### config.mk
export PLATFORM = sky130hd
export DESIGN_NAME = pcpwm_timer
export DESIGN_NICKNAME = d
export VERILOG_FILES = /design/src/rtl/pcpwm_pkg.sv /design/src/rtl/pcpwm_prescaler.sv /design/src/rtl/pcpwm_updown.sv /design/src/rtl/pcpwm_wavegen.sv /design/src/rtl/pcpwm_timer.sv
export SDC_FILE = /design/constraint.sdc
export NUM_CORES = 1
export LEC_CHECK = 0
export ABC_AREA = 1
export BUFFER_PORTS_ARGS = -buffer_cell sky130_fd_sc_hd__buf_2
export CORE_MARGIN = 4
export CORE_UTILIZATION = 50
export CTS_CLUSTER_DIAMETER = 30
export CTS_CLUSTER_SIZE = 30
export DETAILED_ROUTE_END_ITERATION = 6
export PLACE_DENSITY = 0.72
export SLEW_MARGIN = 20
export SYNTH_ARGS = -nofsm -noshare
export SYNTH_HDL_FRONTEND = slang
export SYNTH_HIERARCHICAL = 1
export SYNTH_SLANG_ARGS = --single-unit
### constraint.sdc
create_clock -name clk -period 2.1 [get_ports clk]
set_input_delay 0.63 -clock clk [delete_from_list [all_inputs] [get_ports clk]]
set_output_delay 0.63 -clock clk [all_outputs]
set_load 0.02 [all_outputs]
### src/rtl/pcpwm_pkg.sv
package pcpwm_pkg;

   localparam int unsigned CS_W   = 3;
   localparam int unsigned MODE_W = 2;
   localparam int unsigned ADDR_W = 2;

   localparam logic [ADDR_W-1:0] ADDR_CTRL = 2'd0;
   localparam logic [ADDR_W-1:0] ADDR_CNT  = 2'd1;
   localparam logic [ADDR_W-1:0] ADDR_CMP  = 2'd2;

   typedef enum logic [MODE_W-1:0] {
      OM_OFF    = 2'b00,
      OM_RSVD   = 2'b01,
      OM_NONINV = 2'b10,
      OM_INV    = 2'b11
   } out_mode_e;

   // log2 of the division ratio for each clock-select code
   function automatic int unsigned div_log2(input int unsigned code);
      case (code)
         1:       div_log2 = 0;
         2:       div_log2 = 3;
         3:       div_log2 = 5;
         4:       div_log2 = 6;
         5:       div_log2 = 7;
         6:       div_log2 = 8;
         7:       div_log2 = 10;
         default: div_log2 = 0;
      endcase
   endfunction

endpackage

### src/rtl/pcpwm_prescaler.sv
module pcpwm_prescaler
   import pcpwm_pkg::*;
#(
   parameter int unsigned PRE_W = 10
) (
   input  logic            clk,
   input  logic            rst_n,
   input  logic [CS_W-1:0] cs,
   output logic            tick
);

   localparam int unsigned NCODES = 1 << CS_W;

   if (PRE_W < 10) begin : g_bad_pre_w
      $error("pcpwm_prescaler: PRE_W must cover the largest ratio (>= 10)");
   end

   logic [PRE_W-1:0]  pre_q;
   logic [NCODES-1:0] tick_vec;

   always_ff @(posedge clk or negedge rst_n) begin
      if (!rst_n) pre_q <= '0;
      else        pre_q <= pre_q + 1'b1;
   end

   assign tick_vec[0] = 1'b0;

   for (genvar g = 1; g < NCODES; g++) begin : g_div
      localparam int unsigned    SH   = div_log2(g);
      localparam logic [PRE_W-1:0] MASK = PRE_W'((1 << SH) - 1);
      assign tick_vec[g] = ((pre_q & MASK) == MASK);
   end

   assign tick = tick_vec[cs];

endmodule

### src/rtl/pcpwm_updown.sv
module pcpwm_updown #(
   parameter int unsigned W = 8
) (
   input  logic         clk,
   input  logic         rst_n,
   input  logic         tick,
   input  logic         load,
   input  logic [W-1:0] load_val,
   output logic [W-1:0] count,
   output logic         step_up,
   output logic         at_top
);

   localparam logic [W-1:0] TOP = {W{1'b1}};

   logic up_q;

   assign at_top  = (count == TOP);
   assign step_up = up_q ? !at_top : (count == '0);

   always_ff @(posedge clk or negedge rst_n) begin
      if (!rst_n) begin
         count <= '0;
         up_q  <= 1'b1;
      end else if (load) begin
         count <= load_val;
      end else if (tick) begin
         count <= step_up ? count + 1'b1 : count - 1'b1;
         up_q  <= step_up;
      end
   end

endmodule

### src/rtl/pcpwm_wavegen.sv
module pcpwm_wavegen
   import pcpwm_pkg::*;
#(
   parameter int unsigned W            = 8,
   parameter bit          CMP_BUFFERED = 1'b1
) (
   input  logic              clk,
   input  logic              rst_n,
   input  logic              tick,
   input  logic              cnt_wr,
   input  logic [W-1:0]      count,
   input  logic              step_up,
   input  logic              at_top,
   input  logic [MODE_W-1:0] mode,
   input  logic [W-1:0]      cmp_buf,
   output logic [W-1:0]      cmp_active,
   output logic              wave
);

   localparam logic [W-1:0] TOP = {W{1'b1}};

   logic blk_pend_q;
   logic suppress;
   logic hit;
   logic drive_en;
   logic set_val;

   if (CMP_BUFFERED) begin : g_buf
      always_ff @(posedge clk or negedge rst_n) begin
         if (!rst_n)                      cmp_active <= '0;
         else if (tick && at_top && !cnt_wr) cmp_active <= cmp_buf;
      end
   end else begin : g_direct
      assign cmp_active = cmp_buf;
   end

   // a counter write masks its own edge and the next timer step
   always_ff @(posedge clk or negedge rst_n) begin
      if (!rst_n)      blk_pend_q <= 1'b0;
      else if (cnt_wr) blk_pend_q <= 1'b1;
      else if (tick)   blk_pend_q <= 1'b0;
   end

   assign suppress = cnt_wr || blk_pend_q;

   // compare value at the maximum: act only at the top of the triangle
   always_comb begin
      if (cmp_active == TOP) hit = at_top;
      else                   hit = (count == cmp_active);
   end

   assign drive_en = mode[1];
   assign set_val  = (out_mode_e'(mode) == OM_INV) ? step_up : !step_up;

   always_ff @(posedge clk or negedge rst_n) begin
      if (!rst_n)                                  wave <= 1'b0;
      else if (tick && !suppress && drive_en && hit) wave <= set_val;
   end

endmodule

### src/rtl/pcpwm_timer.sv
module pcpwm_timer
   import pcpwm_pkg::*;
#(
   parameter int unsigned CNT_W        = 8,
   parameter int unsigned PRE_W        = 10,
   parameter bit          CMP_BUFFERED = 1'b1
) (
   input  logic              clk,
   input  logic              rst_n,
   input  logic              wr_en,
   input  logic [1:0]        wr_addr,
   input  logic [CNT_W-1:0]  wr_data,
   input  logic [1:0]        rd_addr,
   output logic [CNT_W-1:0]  rd_data,
   output logic              pwm_out,
   output logic              pwm_oe
);

   localparam int unsigned CS_LSB   = 0;
   localparam int unsigned MODE_LSB = 4;
   localparam int unsigned CTRL_W   = MODE_LSB + MODE_W;

   if (CNT_W < CTRL_W) begin : g_bad_cnt_w
      $error("pcpwm_timer: CNT_W too narrow for the control fields");
   end

   logic [CS_W-1:0]   cs_q;
   logic [MODE_W-1:0] mode_q;
   logic [CNT_W-1:0]  cmp_buf_q;
   logic [CNT_W-1:0]  cmp_active;
   logic [CNT_W-1:0]  count;
   logic              tick;
   logic              step_up;
   logic              at_top;
   logic              wave;
   logic              cnt_wr;

   assign cnt_wr = wr_en && (wr_addr == ADDR_CNT);

   always_ff @(posedge clk or negedge rst_n) begin
      if (!rst_n) begin
         cs_q      <= '0;
         mode_q    <= '0;
         cmp_buf_q <= '0;
      end else if (wr_en) begin
         if (wr_addr == ADDR_CTRL) begin
            cs_q   <= wr_data[CS_LSB +: CS_W];
            mode_q <= wr_data[MODE_LSB +: MODE_W];
         end
         if (wr_addr == ADDR_CMP) cmp_buf_q <= wr_data;
      end
   end

   always_comb begin
      rd_data = '0;
      case (rd_addr)
         ADDR_CTRL: begin
            rd_data[CS_LSB +: CS_W]     = cs_q;
            rd_data[MODE_LSB +: MODE_W] = mode_q;
         end
         ADDR_CNT: rd_data = count;
         ADDR_CMP: rd_data = cmp_buf_q;
         default:  rd_data = '0;
      endcase
   end

   pcpwm_prescaler #(.PRE_W(PRE_W)) u_pre (
      .clk   (clk),
      .rst_n (rst_n),
      .cs    (cs_q),
      .tick  (tick)
   );

   pcpwm_updown #(.W(CNT_W)) u_cnt (
      .clk      (clk),
      .rst_n    (rst_n),
      .tick     (tick),
      .load     (cnt_wr),
      .load_val (wr_data),
      .count    (count),
      .step_up  (step_up),
      .at_top   (at_top)
   );

   pcpwm_wavegen #(.W(CNT_W), .CMP_BUFFERED(CMP_BUFFERED)) u_wave (
      .clk        (clk),
      .rst_n      (rst_n),
      .tick       (tick),
      .cnt_wr     (cnt_wr),
      .count      (count),
      .step_up    (step_up),
      .at_top     (at_top),
      .mode       (mode_q),
      .cmp_buf    (cmp_buf_q),
      .cmp_active (cmp_active),
      .wave       (wave)
   );

   assign pwm_oe  = mode_q[1];
   assign pwm_out = wave & mode_q[1];

endmodule

==> results by group <==
STA
  • Setup TNS: 0 ns
  • Peak Freq: 481 MHz
  • Slew headroom: 65.9%
  • Slew @ Worst Pin: 0.512 ns
  • Setup ws final: 0.0222 ns
  • RSZ-0062 raised after global routing: yes
  • Period utilization: 98.9%
  • Final setup fails: 0
  • Final hold violation count: 0
  • Min Tclk post-route: 2.08 ns
  • Final Max Tran Viols: 0
  • Clk_skew: 0.00858 ns

Floorplan
  • Die ar.: 0.00663 mm²
  • Chip Width: 81.4 µm
  • Die H: 81.4 µm
  • IO Count: 25
  • Core region area: 0.00517 mm²
  • Row count: 26
  • Initial Util: 52.1%

Clock network
  • Clk slew on worst S/H paths: 0.08 ns
  • Bufs on Longest Clock Path: 2
  • Hold_buf cts: 0
  • Clock latency at the later pin of the worst-skew pair: 0.29 ns
  • CTS Root Cell: clkbuf_8
  • CTS tree: yes
  • TritonCTS buffer count: 5
  • Htree depth: 2
  • CTS sink count: 42

Route
  • Detail Route Antenna Nets: 0
  • Residual DRC count: 0
  • DRT Pass-1 Iters: 4
  • Vias: 2413
  • Initial drt markers: 148
  • Via density per instance: 5.06
  • Total wire length: 6290 µm
  • DR WL/cell: 13.2 µm

Yosys
  • Async SR Flop Fraction: 100%
  • Area of the mapped netlist: 0.00270 mm²
  • Mapped Cells: 344
  • Post-synth EDFFs: 0
  • Synthesized area per cell: 7.83 µm²
  • Top_reg_cell synth: dfrtp_1
  • Syn. warnings: 6
  • Distinct cells, synth: 33
  • Sequential element share of the synthesized area: 39.0%
  • Synthesized net count: 372
  • Seq cells post-synth: 42

Pwr
  • Worst VDD drop: 0.953 mV
  • Power Density: 1090 mW/mm²
  • Combinational share of power: 55.1%
  • Power share of the clock group: 14.2%
  • LEAKAGE: 1.70 nW
  • Internal: 0.00212 W
  • NetSw: 0.00143 W
  • Seq pwr share: 30.7%
  • Sw frac: 40.3%

Status
  • Status: complete, no violations

Placement
  • PortBufs: 24
  • Post-DP HPWL: 4860 µm
  • Placed Instances: 468
  • Dpl ws: -0.103 ns
  • GPL Wtd Cong: 0.802

Final layout
  • Layout area overhead: 21.4%
  • Share of layout cells above drive strength 1: 24.6%
  • N_diodes: 0
  • Nets: 434
  • Final cell count without fillers: 477
  • Core Util, Final: 63.3%

Setup path
  • Crit. End Element: flip-flop
  • Critical path arrival: 2.31 ns
  • Critical Path RT: 2.34 ns
  • Worst reg-to-reg setup slack: 0.02 ns
  • Reg2reg end: u_cnt/count[7]
  • Worst setup path startpoint: u_cnt/count[6]
  • Critical path fanouts, max: 6
  • Crit Reg-Reg Startpoint: u_cnt/count[6]
  • R2R depth: 14
  • Startpoint class of the critical path: flip-flop
  • CP Class: flip-flop to flip-flop

Run
  • Max cap viols: 0

Global route
  • Largest net degree at the start of global routing: 22
  • Global-route usage over all layers: 20.8%
  • First-pass GRT wire length: 10600 µm
  • Initial antenna violation count: 0
  • Grt ovf: 0
  • Vias in the first global route: 2318

Worst hold path
  • Min-delay worst type: input port to async pin
[worst max-delay path, stage by stage, from the launching register on]
cell and delay [ns]:
dfrtp_2 0.45, nor2_1 0.10, nand2_1 0.08, nor2_2 0.10
nand2_2 0.08, nand2_4 0.06, inv_1 0.10, ha_1 0.34
a21oi_1 0.18, nand2_2 0.12, a21oi_4 0.15, inv_1 0.06
nand3_1 0.08, nand3_1 0.07, nand2_1 0.06
[synth_stat cells, types with 2 or more instances]
library cell  count  share of area (%)
nand2_1         123                 17
dfrtp_1          41                 38
inv_1            36                5.0
nand3_1          22                4.1
nor2_1           19                2.6
nand4_1          15                3.5
ha_1             12                5.6
a21oi_1          11                2.0
xnor2_1           9                2.9
xor2_1            7                2.3
a22oi_1           5                1.4
buf_6             5                2.1
mux2_4            4                2.2
o211ai_1          4                1.1
o21ai_0           4               0.74
inv_2             3               0.42
nand2_2           3               0.70
buf_2             2               0.37
nand3_2           2               0.74
nor2_2            2               0.46
nor3_1            2               0.37
o21ai_1           2               0.37
[per-stage QoR]
stage | instance area, µm² | power, W | hold WS, ns
detailed placement | 3100 | 0.00302 | 0.463
finish | 3270 | 0.00355 | 0.299
floorplan | 2700 | 0.00226 | 0.334
CTS | 3220 | 0.00353 | 0.321
global placement | 3100 | 0.00297 | 0.464
global route | 3270 | 0.00385 | 0.330
[layer usage]
metal	vias up	track usage, %	routed length [µm]
met5	-	0	0
met4	0	6.08	114
met3	9	2.96	309
met2	51	35.6	2980
met1	1123	27.5	2880
li1	1230	-	-
[power groups by stage]
stage | logic, W | registers (W) | clock network [W]
after floorplan | 0.00115 | 0.00111 | 0
after global placement | 0.00187 | 0.00110 | 0
after detailed placement | 0.00192 | 0.00110 | 0
after CTS | 0.00194 | 0.00109 | 0.000510
after global routing | 0.00220 | 0.00112 | 0.000543
final | 0.00196 | 0.00109 | 0.000503
[sequential cells by signal, summed over array words and instances (netlist names)]
register and flops:
mode_q 2, u_cnt/up_q 1, u_wave/cmp_active 8, u_pre/pre_q 10, cmp_buf_q 8, u_wave/blk_pend_q 1, u_cnt/count 8, u_wave/wave 1
cs_q 3
[cell usage in the layout, fill, tap and decap left out, drive strengths merged]
| cell | n |
|---|---|
| o211ai | 4 |
| nand2 | 127 |
| nor2 | 21 |
| nor3 | 2 |
| inv | 39 |
| nor3b | 1 |
| nand4 | 15 |
| nand3b | 1 |
| a22oi | 5 |
| clkbuf | 8 |
| dfstp | 1 |
| buf | 63 |
| xnor2 | 9 |
| fa | 1 |
| a21oi | 12 |
| xor2 | 7 |
| nand3 | 25 |
| mux2 | 5 |
| ha | 12 |
| dfrtp | 41 |
| a31o | 1 |
| o21ai | 7 |
[kinds of logic after synthesis]
logic type	share of synthesized area (%)
fa+ha+maj	6.31
mux	2.65
buf+inv	8.63
compound gates	6.92
flops	39.0
simple gates	31.2
xor+xnor	5.20
[worst max path at each step]
stage	endpoint	depth (start not counted)
3_3_place_gp	rd_data[0]	8
6_report	u_cnt/count[7]	14
5_1_grt	u_cnt/count[7]	15
2_1_floorplan	u_cnt/count[7]	13
3_5_place_dp	rd_data[6]	6
4_1_cts	u_cnt/count[7]	14
[cell type report]
cell class | count | area [µm²]
multi-input cells | 255 | 1470
repair buffers | 63 | 429
inverters | 39 | 151
well taps | 70 | 87.6
flip-flops and latches | 42 | 1050
clock buffers | 8 | 80.1
fillers | 437 | 1900
[repair_timing]
item,CTS,global route
setup endpoints to repair,9,24
setup buffers,0,2
pin swaps,1,3
resized for setup,11,12
Power figures use the tool's default switching activity.
